## src/rtl/mrs_pkg.sv

```systemverilog
package mrs_pkg;

    localparam int ADDR_W   = 12;
    localparam int BANK_W   = 2;
    localparam int AP_BIT   = 10;

    typedef enum logic [1:0] {
        CMD_NOP  = 2'd0,
        CMD_PREA = 2'd1,
        CMD_MRS  = 2'd2
    } cmd_e;

    typedef enum logic [3:0] {
        ST_IDLE  = 4'd0,
        ST_ERR   = 4'd1,
        ST_PRE   = 4'd2,
        ST_RP    = 4'd3,
        ST_EXT   = 4'd4,
        ST_GAP_E = 4'd5,
        ST_BASE  = 4'd6,
        ST_GAP_B = 4'd7,
        ST_DONE  = 4'd8
    } state_e;

    typedef struct packed {
        logic [2:0] bl;
        logic       bt;
        logic [2:0] cl;
        logic       dll;
    } req_t;

    typedef struct packed {
        logic              cs_n;
        logic              ras_n;
        logic              cas_n;
        logic              we_n;
        logic [BANK_W-1:0] ba;
        logic [ADDR_W-1:0] addr;
    } bus_t;

    localparam logic [BANK_W-1:0] BA_BASE = 2'b00;
    localparam logic [BANK_W-1:0] BA_EXT  = 2'b01;

    function automatic logic bl_legal(input logic [2:0] code);
        return (code == 3'b001) || (code == 3'b010) || (code == 3'b011);
    endfunction

    function automatic logic cl_legal(input logic [2:0] code);
        return (code == 3'b011) || (code == 3'b100);
    endfunction

    function automatic logic [ADDR_W-1:0] base_word(input req_t r);
        logic [ADDR_W-1:0] w;
        w      = '0;
        w[2:0] = r.bl;
        w[3]   = r.bt;
        w[6:4] = r.cl;
        w[8]   = r.dll;
        return w;
    endfunction

    function automatic logic [ADDR_W-1:0] prea_word();
        logic [ADDR_W-1:0] w;
        w         = '0;
        w[AP_BIT] = 1'b1;
        return w;
    endfunction

endpackage

```

## src/rtl/mrs_field_check.sv

```systemverilog
module mrs_field_check
    import mrs_pkg::*;
(
    input  req_t req,
    output logic legal
);
    logic bl_ok;
    logic cl_ok;

    always_comb begin
        bl_ok = bl_legal(req.bl);
        cl_ok = cl_legal(req.cl);
        legal = bl_ok && cl_ok;
    end
endmodule

```

## src/rtl/mrs_gap_timer.sv

```systemverilog
module mrs_gap_timer #(
    parameter int CW = 4
) (
    input  logic          clk,
    input  logic          rst,
    input  logic          load,
    input  logic [CW-1:0] load_val,
    output logic          zero
);
    logic [CW-1:0] cnt;

    always_ff @(posedge clk) begin
        if (rst) begin
            cnt <= '0;
        end else if (load) begin
            cnt <= load_val;
        end else if (cnt != '0) begin
            cnt <= cnt - 1'b1;
        end
    end

    assign zero = (cnt == '0);
endmodule

```

## src/rtl/mrs_bus_drive.sv

```systemverilog
module mrs_bus_drive
    import mrs_pkg::*;
#(
    parameter logic [ADDR_W-1:0] EXT_WORD = '0
) (
    input  cmd_e cmd,
    input  logic sel_ext,
    input  req_t req,
    output bus_t bus
);
    always_comb begin
        bus       = '0;
        bus.cs_n  = 1'b0;
        bus.ras_n = 1'b1;
        bus.cas_n = 1'b1;
        bus.we_n  = 1'b1;
        unique case (cmd)
            CMD_PREA: begin
                bus.ras_n = 1'b0;
                bus.we_n  = 1'b0;
                bus.ba    = '0;
                bus.addr  = prea_word();
            end
            CMD_MRS: begin
                bus.ras_n = 1'b0;
                bus.cas_n = 1'b0;
                bus.we_n  = 1'b0;
                if (sel_ext) begin
                    bus.ba   = BA_EXT;
                    bus.addr = EXT_WORD;
                end else begin
                    bus.ba   = BA_BASE;
                    bus.addr = base_word(req);
                end
            end
            default: begin
                bus.ba   = '0;
                bus.addr = '0;
            end
        endcase
    end
endmodule

```

## src/rtl/mrs_seq.sv

```systemverilog
module mrs_seq
    import mrs_pkg::*;
#(
    parameter int                TRP      = 3,
    parameter int                TMRD     = 2,
    parameter logic [ADDR_W-1:0] EXT_WORD = '0
) (
    input  logic              clk,
    input  logic              rst,
    input  logic              start,
    input  logic              banks_idle,
    input  logic [2:0]        bl_code,
    input  logic              bt_ilv,
    input  logic [2:0]        cl_code,
    input  logic              dll_reset,
    output logic              cs_n,
    output logic              ras_n,
    output logic              cas_n,
    output logic              we_n,
    output logic [BANK_W-1:0] ba,
    output logic [ADDR_W-1:0] addr,
    output logic              busy,
    output logic              done,
    output logic              err
);
    localparam int RP_GAP  = (TRP  > 2) ? TRP  - 1 : 1;
    localparam int MRD_GAP = (TMRD > 2) ? TMRD - 1 : 1;
    localparam int MAX_GAP = (RP_GAP > MRD_GAP) ? RP_GAP : MRD_GAP;
    localparam int CW      = (MAX_GAP > 1) ? $clog2(MAX_GAP) : 1;
    localparam logic [CW-1:0] RP_LOAD  = CW'(RP_GAP - 1);
    localparam logic [CW-1:0] MRD_LOAD = CW'(MRD_GAP - 1);

    state_e        state, state_nx;
    req_t          req_q, req_in;
    logic          legal_in;
    logic          t_load;
    logic [CW-1:0] t_val;
    logic          t_zero;
    cmd_e          cmd;
    logic          sel_ext;
    bus_t          bus;

    assign req_in = '{bl: bl_code, bt: bt_ilv, cl: cl_code, dll: dll_reset};

    mrs_field_check u_check (
        .req   (req_in),
        .legal (legal_in)
    );

    mrs_gap_timer #(.CW(CW)) u_timer (
        .clk      (clk),
        .rst      (rst),
        .load     (t_load),
        .load_val (t_val),
        .zero     (t_zero)
    );

    always_comb begin
        state_nx = state;
        t_load   = 1'b0;
        t_val    = '0;
        unique case (state)
            ST_IDLE: begin
                if (start) begin
                    if (!legal_in)       state_nx = ST_ERR;
                    else if (banks_idle) state_nx = ST_EXT;
                    else                 state_nx = ST_PRE;
                end
            end
            ST_ERR:  state_nx = ST_IDLE;
            ST_PRE: begin
                t_load   = 1'b1;
                t_val    = RP_LOAD;
                state_nx = ST_RP;
            end
            ST_RP:   if (t_zero) state_nx = ST_EXT;
            ST_EXT: begin
                t_load   = 1'b1;
                t_val    = MRD_LOAD;
                state_nx = ST_GAP_E;
            end
            ST_GAP_E: if (t_zero) state_nx = ST_BASE;
            ST_BASE: begin
                t_load   = 1'b1;
                t_val    = MRD_LOAD;
                state_nx = ST_GAP_B;
            end
            ST_GAP_B: if (t_zero) state_nx = ST_DONE;
            ST_DONE:  state_nx = ST_IDLE;
            default:  state_nx = ST_IDLE;
        endcase
    end

    always_ff @(posedge clk) begin
        if (rst) begin
            state <= ST_IDLE;
            req_q <= '0;
        end else begin
            state <= state_nx;
            if (state == ST_IDLE && start) begin
                req_q <= req_in;
            end
        end
    end

    always_comb begin
        unique case (state)
            ST_PRE:          cmd = CMD_PREA;
            ST_EXT, ST_BASE: cmd = CMD_MRS;
            default:         cmd = CMD_NOP;
        endcase
        sel_ext = (state == ST_EXT);
    end

    mrs_bus_drive #(.EXT_WORD(EXT_WORD)) u_drive (
        .cmd     (cmd),
        .sel_ext (sel_ext),
        .req     (req_q),
        .bus     (bus)
    );

    assign cs_n  = bus.cs_n;
    assign ras_n = bus.ras_n;
    assign cas_n = bus.cas_n;
    assign we_n  = bus.we_n;
    assign ba    = bus.ba;
    assign addr  = bus.addr;
    assign busy  = (state != ST_IDLE);
    assign done  = (state == ST_DONE);
    assign err   = (state == ST_ERR);
endmodule

```

## config.mk

```make
export PLATFORM = sky130hd
export DESIGN_NAME = mrs_seq
export DESIGN_NICKNAME = d
export VERILOG_FILES = /design/src/rtl/mrs_pkg.sv /design/src/rtl/mrs_field_check.sv /design/src/rtl/mrs_gap_timer.sv /design/src/rtl/mrs_bus_drive.sv /design/src/rtl/mrs_seq.sv
export SDC_FILE = /design/constraint.sdc
export NUM_CORES = 1
export LEC_CHECK = 0
export BUFFER_PORTS_ARGS = -buffer_cell sky130_fd_sc_hd__buf_4
export CORE_ASPECT_RATIO = 1.4
export CORE_MARGIN = 2
export CORE_UTILIZATION = 48
export DETAILED_ROUTE_END_ITERATION = 12
export GPL_TIMING_DRIVEN = 0
export PLACE_DENSITY_LB_ADDON = 0.1
export SLEW_MARGIN = 25
export SYNTH_ARGS = -nofsm -noshare
export SYNTH_HDL_FRONTEND = slang
export SYNTH_HIERARCHICAL = 1
export SYNTH_SLANG_ARGS = --single-unit
```

## constraint.sdc

```tcl
create_clock -name clk -period 2.22 [get_ports clk]
set_input_delay 0.111 -clock clk [delete_from_list [all_inputs] [get_ports clk]]
set_output_delay 0.111 -clock clk [all_outputs]
set_load 0.01 [all_outputs]
```

==> impl_metrics.yaml, run 1 <==
synthesis:
  asyncSetResetFlopFracSynth_pct: 0
  synth-seq-area-share_pct: 29.3
  synth_ff_type: "dfxtp_1"
  synth_edf_count: 0
  avgSynthCellArea_sq_um: 8.39
  netlist.area_leader.share_pct: 29.3
  synth_top_family_by_area: "simple AND/OR/NAND/NOR gates"
  synthTopCellsByArea: "dfxtp_1, and4bb_2, buf_4"
  synth_area_sq_um: 890
  yosys.area_share.xor_xnor_pct: 0
  ys_warn_count: 6
  yosys-top-cells-count: "dfxtp_1, nand2_1, a21oi_1"
  yosys.area_share.simple_pct: 38.0
  yosysUniqueCellTypes: 36
  synthAdderAreaFrac_pct: 2.81
  synth_area_leader_cell: "dfxtp_1"
  yosysMostFrequentCell: "dfxtp_1"
  syn_inst: 106
  synth-compound-area-share_pct: 15.8
  yosys_register_bits: 13
  synth.mux.area_fraction_pct: 0
final_layout:
  diodes: 0
  utilization_pct: 67.1
  layout.nets: 155
  drive_above_1_share_pct: 40.7
  finalNonFillerCells: 160
  synthToLayoutAreaGrowth_pct: 32.5
  fillers: 151
die:
  die_height_microns: 54.9
  ioPinCount: 33
  row_count: 18
  core_sq_um: 1760
  dieArea_sq_um: 2220
  die_w_microns: 40.4
  start_util_pct: 50.6
drt:
  vias: 886
  drt-total-wl_microns: 2120
  route.detailed.drc: 0
  wire_per_inst_microns: 13.2
  dr.pass1.iters: 4
  vias_per_cell: 5.54
  drtIter0Drc: 21
  drtAntennaViolNets: 0
sta:
  fin_skew_ns: 0.00669
  period_needed_ns: 2.10
  rsz0062_at_grt: "false"
  hold_viol: 0
  setup_slack_ns: 0.116
  worstMarginPinSlew_ns: 0.567
  maxSlewViolCount: 0
  setup_tns_ns: 0
  post-route-period-util_pct: 94.8
  fmax_mhz: 475
  setup_viol: 0
  maxSlewHeadroom_pct: 61.9
placed_design:
  dp_cells: 157
  dp_slack_ns: 0.0922
  port_buffers: 27
  globalplace.congestion: 0.738
  dpl.hpwl_microns: 1620
run_status:
  status: "finished, final reports clean"
setup_path:
  required_ns: 2.11
  crit_type: "reg -> out"
  startpoint_type: "flip-flop"
  crit_arrival_ns: 1.99
  r2r_slack_ns: 0.51
  crit_path_end_kind: "primary output"
  crit_fanout: 10
power_and_ir_drop:
  peakVddDrop_mv: 0.481
  total_power_w: 0.000790
  power_density_nw_per_um2: 670
  p_leak_nw: 0.517
clocking:
  cts_htree_levels: 1
  worstSkewPairLatency_ns: 0.27
  ctsRootBufferMaster: "clkbuf_4"
  postCtsHoldBufs: 0
  cts_tree: "built"
  cts_max_path_buffers: 2
  clock-sinks: 13
  cts-buffers-inserted: 3
  clkTransAtPathRegs_ns: 0.08
global_route:
  grt_max_degree: 11
  grt_remaining_overflow: 0
  first_global_vias: 786
  antenna_found_initial: 0
  grt_pass1_wl_microns: 3310
  grt_usage_pct: 21.5
worst_hold_path:
  hold_class: "in -> reg"
run:
  cap_violations: 0
where the power goes:
part,total [W],switching [W],leakage (nW),internal (W)
clock network,0.000141,0.0000711,0.0150,0.0000696
registers,0.000278,0.0000152,0.106,0.000262
logic,0.000372,0.000198,0.396,0.000174
total,0.000790,0.000285,0.517,0.000506
kinds of logic after synthesis:
kind of cell / Yosys count
DFF: 13
AOI/OAI and AO/OA: 19
and+or+nand+nor: 50
adders and majority gates: 2
other: 1
buffers and inverters: 21
critical path: stages, from the launching register on:
cell and delay (ns):
dfxtp_1 0.36, buf_2 0.20, nor4_2 0.34, inv_1 0.12, ha_4 0.33, and4bb_2 0.24
buf_4 0.14
timing repair:
action / in CTS / in global routing
gates resized for setup: 3 / 1
buffers inserted: 0 / 0
pin swaps: 1 / 1
setup endpoints to repair: 9 / 8
cells in the final DEF (no fill, tap or decap), drive strengths merged, types with 2 or more instances in the layout:
| cell | count |
|---|---|
| nand3 | 8 |
| nor3 | 4 |
| ha | 2 |
| nor2 | 3 |
| a21oi | 9 |
| nand2b | 2 |
| dfxtp | 13 |
| inv | 8 |
| nand2 | 12 |
| buf | 38 |
| and4bb | 8 |
| a2111oi | 2 |
| clkbuf | 5 |
| nor4 | 4 |
| conb | 5 |
worst paths after layout:
path	endpoint	depth (start not counted)	start
setup reg to reg	req_q[3]$_SDFFE_PP0P_	5	state[0]$_SDFFE_PP0P_
setup / recovery	addr[5]	6	state[2]$_SDFFE_PP0P_
hold reg to reg	req_q[7]$_SDFFE_PP0P_	2	req_q[7]$_SDFFE_PP0P_
hold / removal	state[3]$_SDFFE_PP0P_	2	rst
per-stage QoR:
step | hold slack, ns | instance area, sq um
3_5_place_dp | 0.341 | 1130
4_1_cts | 0.0447 | 1170
2_1_floorplan | 0.194 | 905
3_3_place_gp | 0.339 | 1130
6_report | 0.0551 | 1180
5_1_grt | 0.0561 | 1180
per-layer routing:
metal	track usage (%)	up-vias	share of wire, %	routed length (microns)
met5	0	-	0	0
met4	9.44	0	0.61	13
met3	2.80	2	4.5	96
met2	36.8	27	54	1150
met1	25.7	410	41	857
li1	-	447	-	-
registers in the layout, summed over array words and instances (netlist names):
register / cells
req_q: 8
state: 4
u_timer/cnt: 1
layout make-up:
type                            count  area, sq um  share of cell area, %
Timing Repair Buffer               27          203                   17.2
Multi-Input combinational cell     76          546                   46.3
Tap cell                           20         25.0                   2.12
Sequential cell                    13          260                   22.1
Inverter                            8         30.0                   2.55
Buffer                             12         88.8                   7.54
Clock buffer                        4         26.3                   2.23
Power figures use the tool's default switching activity.
==> inputs of run 2 (changes only) <==
--- a/config.mk
+++ b/config.mk
@@ -7,7 +7,6 @@
 export LEC_CHECK = 0
 export BUFFER_PORTS_ARGS = -buffer_cell sky130_fd_sc_hd__buf_4
 export CORE_ASPECT_RATIO = 1.4
-export CORE_MARGIN = 2
 export CORE_UTILIZATION = 48
 export DETAILED_ROUTE_END_ITERATION = 12
 export GPL_TIMING_DRIVEN = 0
==> run 2 against run 1 <==
Effect of this change:
- sequential share of layout area is 0.21 points lower
- sequential power hardly changed
- final cell count stayed put
- via count is 0.11% lower
==> impl_metrics.yaml, run 2 (synthesis gave the netlist of run 1 again) <==
run_status:
  status: "finished, final reports clean"
setup_path:
  r2r_slack_ns: 0.57
  crit_arrival_ns: 1.95
  required_ns: 2.11
  cp_num_buf_inv: 3
  critPathMaxStageDelay_ns: 0.36
  startpoint_type: "flip-flop"
  crit_fanout: 10
  crit_type: "reg -> out"
  crit_path_end_kind: "primary output"
  crit_family: "simple AND/OR/NAND/NOR gates"
  cp_cell_sequence: "clkbuf_4 -> nor4_4 -> inv_1 -> ha_4 -> and4bb_2 -> buf_4"
  cp_slowest_cell: "dfxtp_1"
sta:
  setup_viol: 0
  period_needed_ns: 2.06
  rsz0062_at_grt: "false"
  fin_skew_ns: 0.00912
  fmax_mhz: 485
  maxSlewViolCount: 0
  maxSlewHeadroom_pct: 64.3
  setup_tns_ns: 0
  worstMarginPinSlew_ns: 0.532
  hold_viol: 0
  post-route-period-util_pct: 92.8
die:
  die_height_microns: 52.9
  dieArea_sq_um: 2030
  core_sq_um: 1760
  start_util_pct: 50.6
  ioPinCount: 33
  row_count: 18
  die_w_microns: 38.4
drt:
  route.met3.wl_microns: 60
  met2WireLength_microns: 1180
  drt-total-wl_microns: 2100
  wire_per_inst_microns: 13.1
  drtAntennaViolNets: 0
  route.detailed.drc: 0
  top_layer: "met4"
  vias_per_cell: 5.53
  met1_length_microns: 836
  vias: 885
  dr.pass1.iters: 5
  drtIter0Drc: 6
global_route:
  grt_remaining_overflow: 0
  grt_pass1_wl_microns: 3330
  grt_usage_pct: 22.6
  grt_max_degree: 11
  first_global_vias: 776
  antenna_found_initial: 0
final_layout:
  diodes: 0
  ff_latch_area_sq_um: 260
  largest_register_ffs: 8
  final_common_cell: "buf_4"
  multi_input_area_sq_um: 554
  top_register: "req_q"
  layout.nets: 155
  fin_area_sq_um: 1190
  reg_top3: "req_q x8, state x4, u_timer/cnt x1"
  fillers: 154
  finalNonFillerCells: 160
  drive_above_1_share_pct: 40.7
  synthToLayoutAreaGrowth_pct: 33.8
  layout_common_cells: "buf_4, dfxtp_1, nand2_1"
placed_design:
  dp_cells: 157
  placed_area_sq_um: 1130
  globalplace.congestion: 0.774
  port_buffers: 27
  dpl.hpwl_microns: 1590
clocking:
  cts_max_path_buffers: 2
  cts_htree_levels: 1
  cts-buffers-inserted: 3
  cts_tree: "built"
  clkTransAtPathRegs_ns: 0.09
  post-cts-setup-buffers: 0
  worstSkewPairLatency_ns: 0.27
  clock-sinks: 13
  ctsRootBufferMaster: "clkbuf_4"
worst_hold_path:
  hold_class: "in -> reg"
power_and_ir_drop:
  pwr-share-clk_pct: 18.0
  peakVddDrop_mv: 0.460
  power.switching_w: 0.000292
  p_comb_share_pct: 47.3
  p_leak_nw: 0.517
  internal_power_w: 0.000508
  total_power_w: 0.000800
  seqPwrFrac_pct: 34.7
  power_density_nw_per_um2: 672
  switching_share_pct: 36.5
run:
  cap_violations: 0
## run 2: cell count changes in the layout (fill, tap and decap cells not counted)
cell / delta
buf_2: -1
clkbuf_4: +1
nor4_2: -1
nor4_4: +1
## run 2: routing by layer
metal  GRT usage, %  up-vias
met1           28.2      419
met4           5.17        0
li1               -      443
met5              0        -
met3           2.94        2
met2           40.1       21
## run 2: path summary, 6_finish.rpt
kind,endpoint,depth (start not counted),from
max,addr[5],6,state[2]$_SDFFE_PP0P_
min,state[3]$_SDFFE_PP0P_,2,rst
max reg2reg,req_q[6]$_SDFFE_PP0P_,5,state[0]$_SDFFE_PP0P_
min reg2reg,req_q[7]$_SDFFE_PP0P_,2,req_q[7]$_SDFFE_PP0P_
## run 2: area by class of cell
cell class / count / area share [%]
Buffer: 12 / 7.68
Clock buffer: 4 / 2.21
Inverter: 8 / 2.52
Multi-Input combinational cell: 76 / 46.6
Sequential cell: 13 / 21.9
Tap cell: 20 / 2.10
Timing Repair Buffer: 27 / 17.0
## run 2: metrics by stage
| step | hold slack, ns | utilization [%] | worst slack (ns) |
|---|---|---|---|
| after floorplan | 0.194 | - | 0.329 |
| after global placement | 0.340 | 64.5 | 0.133 |
| after detailed placement | 0.339 | 64.5 | 0.0830 |
| after CTS | 0.0545 | 66.7 | 0.0184 |
| after global routing | 0.0700 | 67.7 | 0.0309 |
| final | 0.0624 | 67.7 | 0.160 |
## run 2: power by group through the flow
stage / registers, W / logic [W] / clock network, W
floorplan: 0.000279 / 0.000254 / 0
global placement: 0.000282 / 0.000352 / 0
detailed placement: 0.000283 / 0.000360 / 0
CTS: 0.000278 / 0.000368 / 0.000145
global route: 0.000282 / 0.000414 / 0.000157
finish: 0.000278 / 0.000378 / 0.000144
## run 2: repair_timing
item                       4_1_cts  5_1_grt
hold endpoints to repair         0        0
pin swaps                        1        1
hold buffers                     0        0
setup endpoints to repair        9        8
resized for setup                3        3
==> inputs of run 3 (changes only) <==
--- a/config.mk
+++ b/config.mk
@@ -6,8 +6,10 @@
 export NUM_CORES = 1
 export LEC_CHECK = 0
 export BUFFER_PORTS_ARGS = -buffer_cell sky130_fd_sc_hd__buf_4
+export CELL_PAD_IN_SITES_DETAIL_PLACEMENT = 0
+export CELL_PAD_IN_SITES_GLOBAL_PLACEMENT = 1
 export CORE_ASPECT_RATIO = 1.4
-export CORE_UTILIZATION = 48
+export CORE_UTILIZATION = 34
 export DETAILED_ROUTE_END_ITERATION = 12
 export GPL_TIMING_DRIVEN = 0
 export PLACE_DENSITY_LB_ADDON = 0.1
==> constraint.sdc (replaced) <==
create_clock -name clk -period 2.22 [get_ports clk]
set_input_delay 0.333 -clock clk [delete_from_list [all_inputs] [get_ports clk]]
set_output_delay 0.333 -clock clk [all_outputs]
set_load 0.01 [all_outputs]
==> run 3 against run 2 <==
Effect of this change:
- hold slack better by 0.20 ns
- clock power hardly changed
- combinational power increased by 19%
- final cell count grew 14%
- setup slack got worse by 0.13 ns
- highest routed layer unchanged
- critical endpoint is now addr[6]
- power rose by 9.9%
- global-route usage is 3.1 points lower
- via count up 4.1%
- largest cell class unchanged
==> impl_metrics.yaml, run 3 (synthesis gave the netlist of run 1 again) <==
setup_path:
  r2r-end: "req_q[6]$_SDFFE_PP0P_"
  crit_path_end_kind: "primary output"
  crit_arrival_ns: 1.85
  r2r_slack_ns: 0.45
  r2r-start: "state[1]$_SDFFE_PP0P_"
  reg2reg_depth: 5
  startpoint: "state[1]$_SDFFE_PP0P_"
  startpoint_type: "flip-flop"
  crit_fanout: 5
  required_ns: 1.89
  crit_type: "reg -> out"
clocking:
  cts-buffers-inserted: 3
  cts_tree: "built"
  worstSkewPairLatency_ns: 0.27
  postCtsHoldBufs: 0
  cts_htree_levels: 1
  cts_max_path_buffers: 2
  clock-sinks: 13
  ctsRootBufferMaster: "clkbuf_4"
  clkTransAtPathRegs_ns: 0.08
die:
  row_count: 21
  start_util_pct: 36.4
  ioPinCount: 33
  die_height_microns: 62.5
  core_sq_um: 2440
  die_w_microns: 45.2
  dieArea_sq_um: 2830
drt:
  wire_per_inst_microns: 13.2
  vias_per_cell: 5.06
  drt-total-wl_microns: 2410
  drtAntennaViolNets: 0
  vias: 921
  route.detailed.drc: 0
  drtIter0Drc: 40
  dr.pass1.iters: 4
run_status:
  status: "finished, final reports clean"
final_layout:
  utilization_pct: 54.4
  final_common_cell: "buf_4"
  layout_common_cells: "buf_4, nand2_1, buf_6"
  layout.nets: 163
  diodes: 0
  reg_top3: "req_q x8, state x4, u_timer/cnt x1"
  synthToLayoutAreaGrowth_pct: 49.5
  drive_above_1_share_pct: 48.6
  top_register: "req_q"
  largest_register_ffs: 8
sta:
  maxSlewHeadroom_pct: 61.1
  setup_viol: 0
  maxSlewViolCount: 0
  worstMarginPinSlew_ns: 0.579
  rsz0062_at_grt: "true"
  setup_slack_ns: 0.0350
  hold_viol: 0
  fin_skew_ns: 0.00172
  post-route-period-util_pct: 98.4
  fmax_mhz: 458
  period_needed_ns: 2.19
  setup_tns_ns: 0
global_route:
  first_global_vias: 920
  antenna_found_initial: 0
  grt_usage_pct: 19.5
  grt_pass1_wl_microns: 4170
  grt_max_degree: 17
  grt_remaining_overflow: 0
power_and_ir_drop:
  p_leak_nw: 0.573
  power_density_nw_per_um2: 661
  peakVddDrop_mv: 0.298
placed_design:
  port_buffers: 27
  globalplace.congestion: 0.936
  dp_slack_ns: -0.134
  dpl.hpwl_microns: 1670
worst_hold_path:
  hold_start: "rst"
  min_to: "state[3]$_SDFFE_PP0P_"
  hold_class: "in -> reg"
  hold_depth: 2
run:
  cap_violations: 0
## run 3: changes by cell type in the layout (fill, tap and decap cells not counted), sizes merged
cell,delta
buf,+9
clkbuf,-1
## run 3: cell type report
cell class                 count  area (sq um)
fill                         242          1110
multi-input combinational     76           557
timing repair buffer          39           343
sequential                    13           269
buffer                         8          60.1
tap                           34          42.5
inverter                       8          32.5
clock buffer                   4          26.3
## run 3: worst max-delay path: stages (launching register included)
cell	delay [ns]
dfxtp_4	0.38
inv_4	0.04
nor4_4	0.29
inv_2	0.08
ha_4	0.26
buf_12	0.13
and4bb_2	0.29
buf_6	0.10
## run 3: worst max-delay path by stage
stage,end,slack [ns]
2_1_floorplan,addr[0],0.11
4_1_cts,addr[5],0.0005
3_3_place_gp,addr[4],-0.12
6_report,addr[6],0.03
3_5_place_dp,addr[6],-0.13
5_1_grt,addr[3],-0.05
## run 3: layer usage
layer / vias to the layer above / global-route usage (%) / wire (microns)
met5: - / 0 / 0
li1: 468 / - / -
met2: 26 / 32.1 / 1290
met3: 4 / 2.60 / 104
met1: 423 / 24.3 / 969
met4: 0 / 8.33 / 38
## run 3: timing repair
action / CTS / global route
pin swaps: 3 / 2
buffers inserted: 11 / 1
gates resized for setup: 17 / 11
endpoints found under the setup margin: 12 / 9
## run 3: stage by stage
| step | total power (W) | instances | hold WS, ns | area [sq um] |
|---|---|---|---|---|
| finish | 0.000879 | 182 | 0.267 | 1330 |
| global route | 0.000946 | 182 | 0.262 | 1330 |
| detailed placement | 0.000646 | 171 | 0.445 | 1150 |
| floorplan | 0.000533 | 110 | 0.416 | 905 |
| global placement | 0.000643 | 171 | 0.438 | 1150 |
| CTS | 0.000892 | 184 | 0.250 | 1320 |
## run 3: power by group
| group | switching, W | leakage [nW] | internal (W) | total (W) |
|---|---|---|---|---|
| Clock | 0.0000774 | 0.0150 | 0.0000695 | 0.000147 |
| Sequential | 0.0000179 | 0.108 | 0.000264 | 0.000282 |
| Combinational | 0.000221 | 0.449 | 0.000229 | 0.000451 |
| Total | 0.000317 | 0.573 | 0.000563 | 0.000879 |
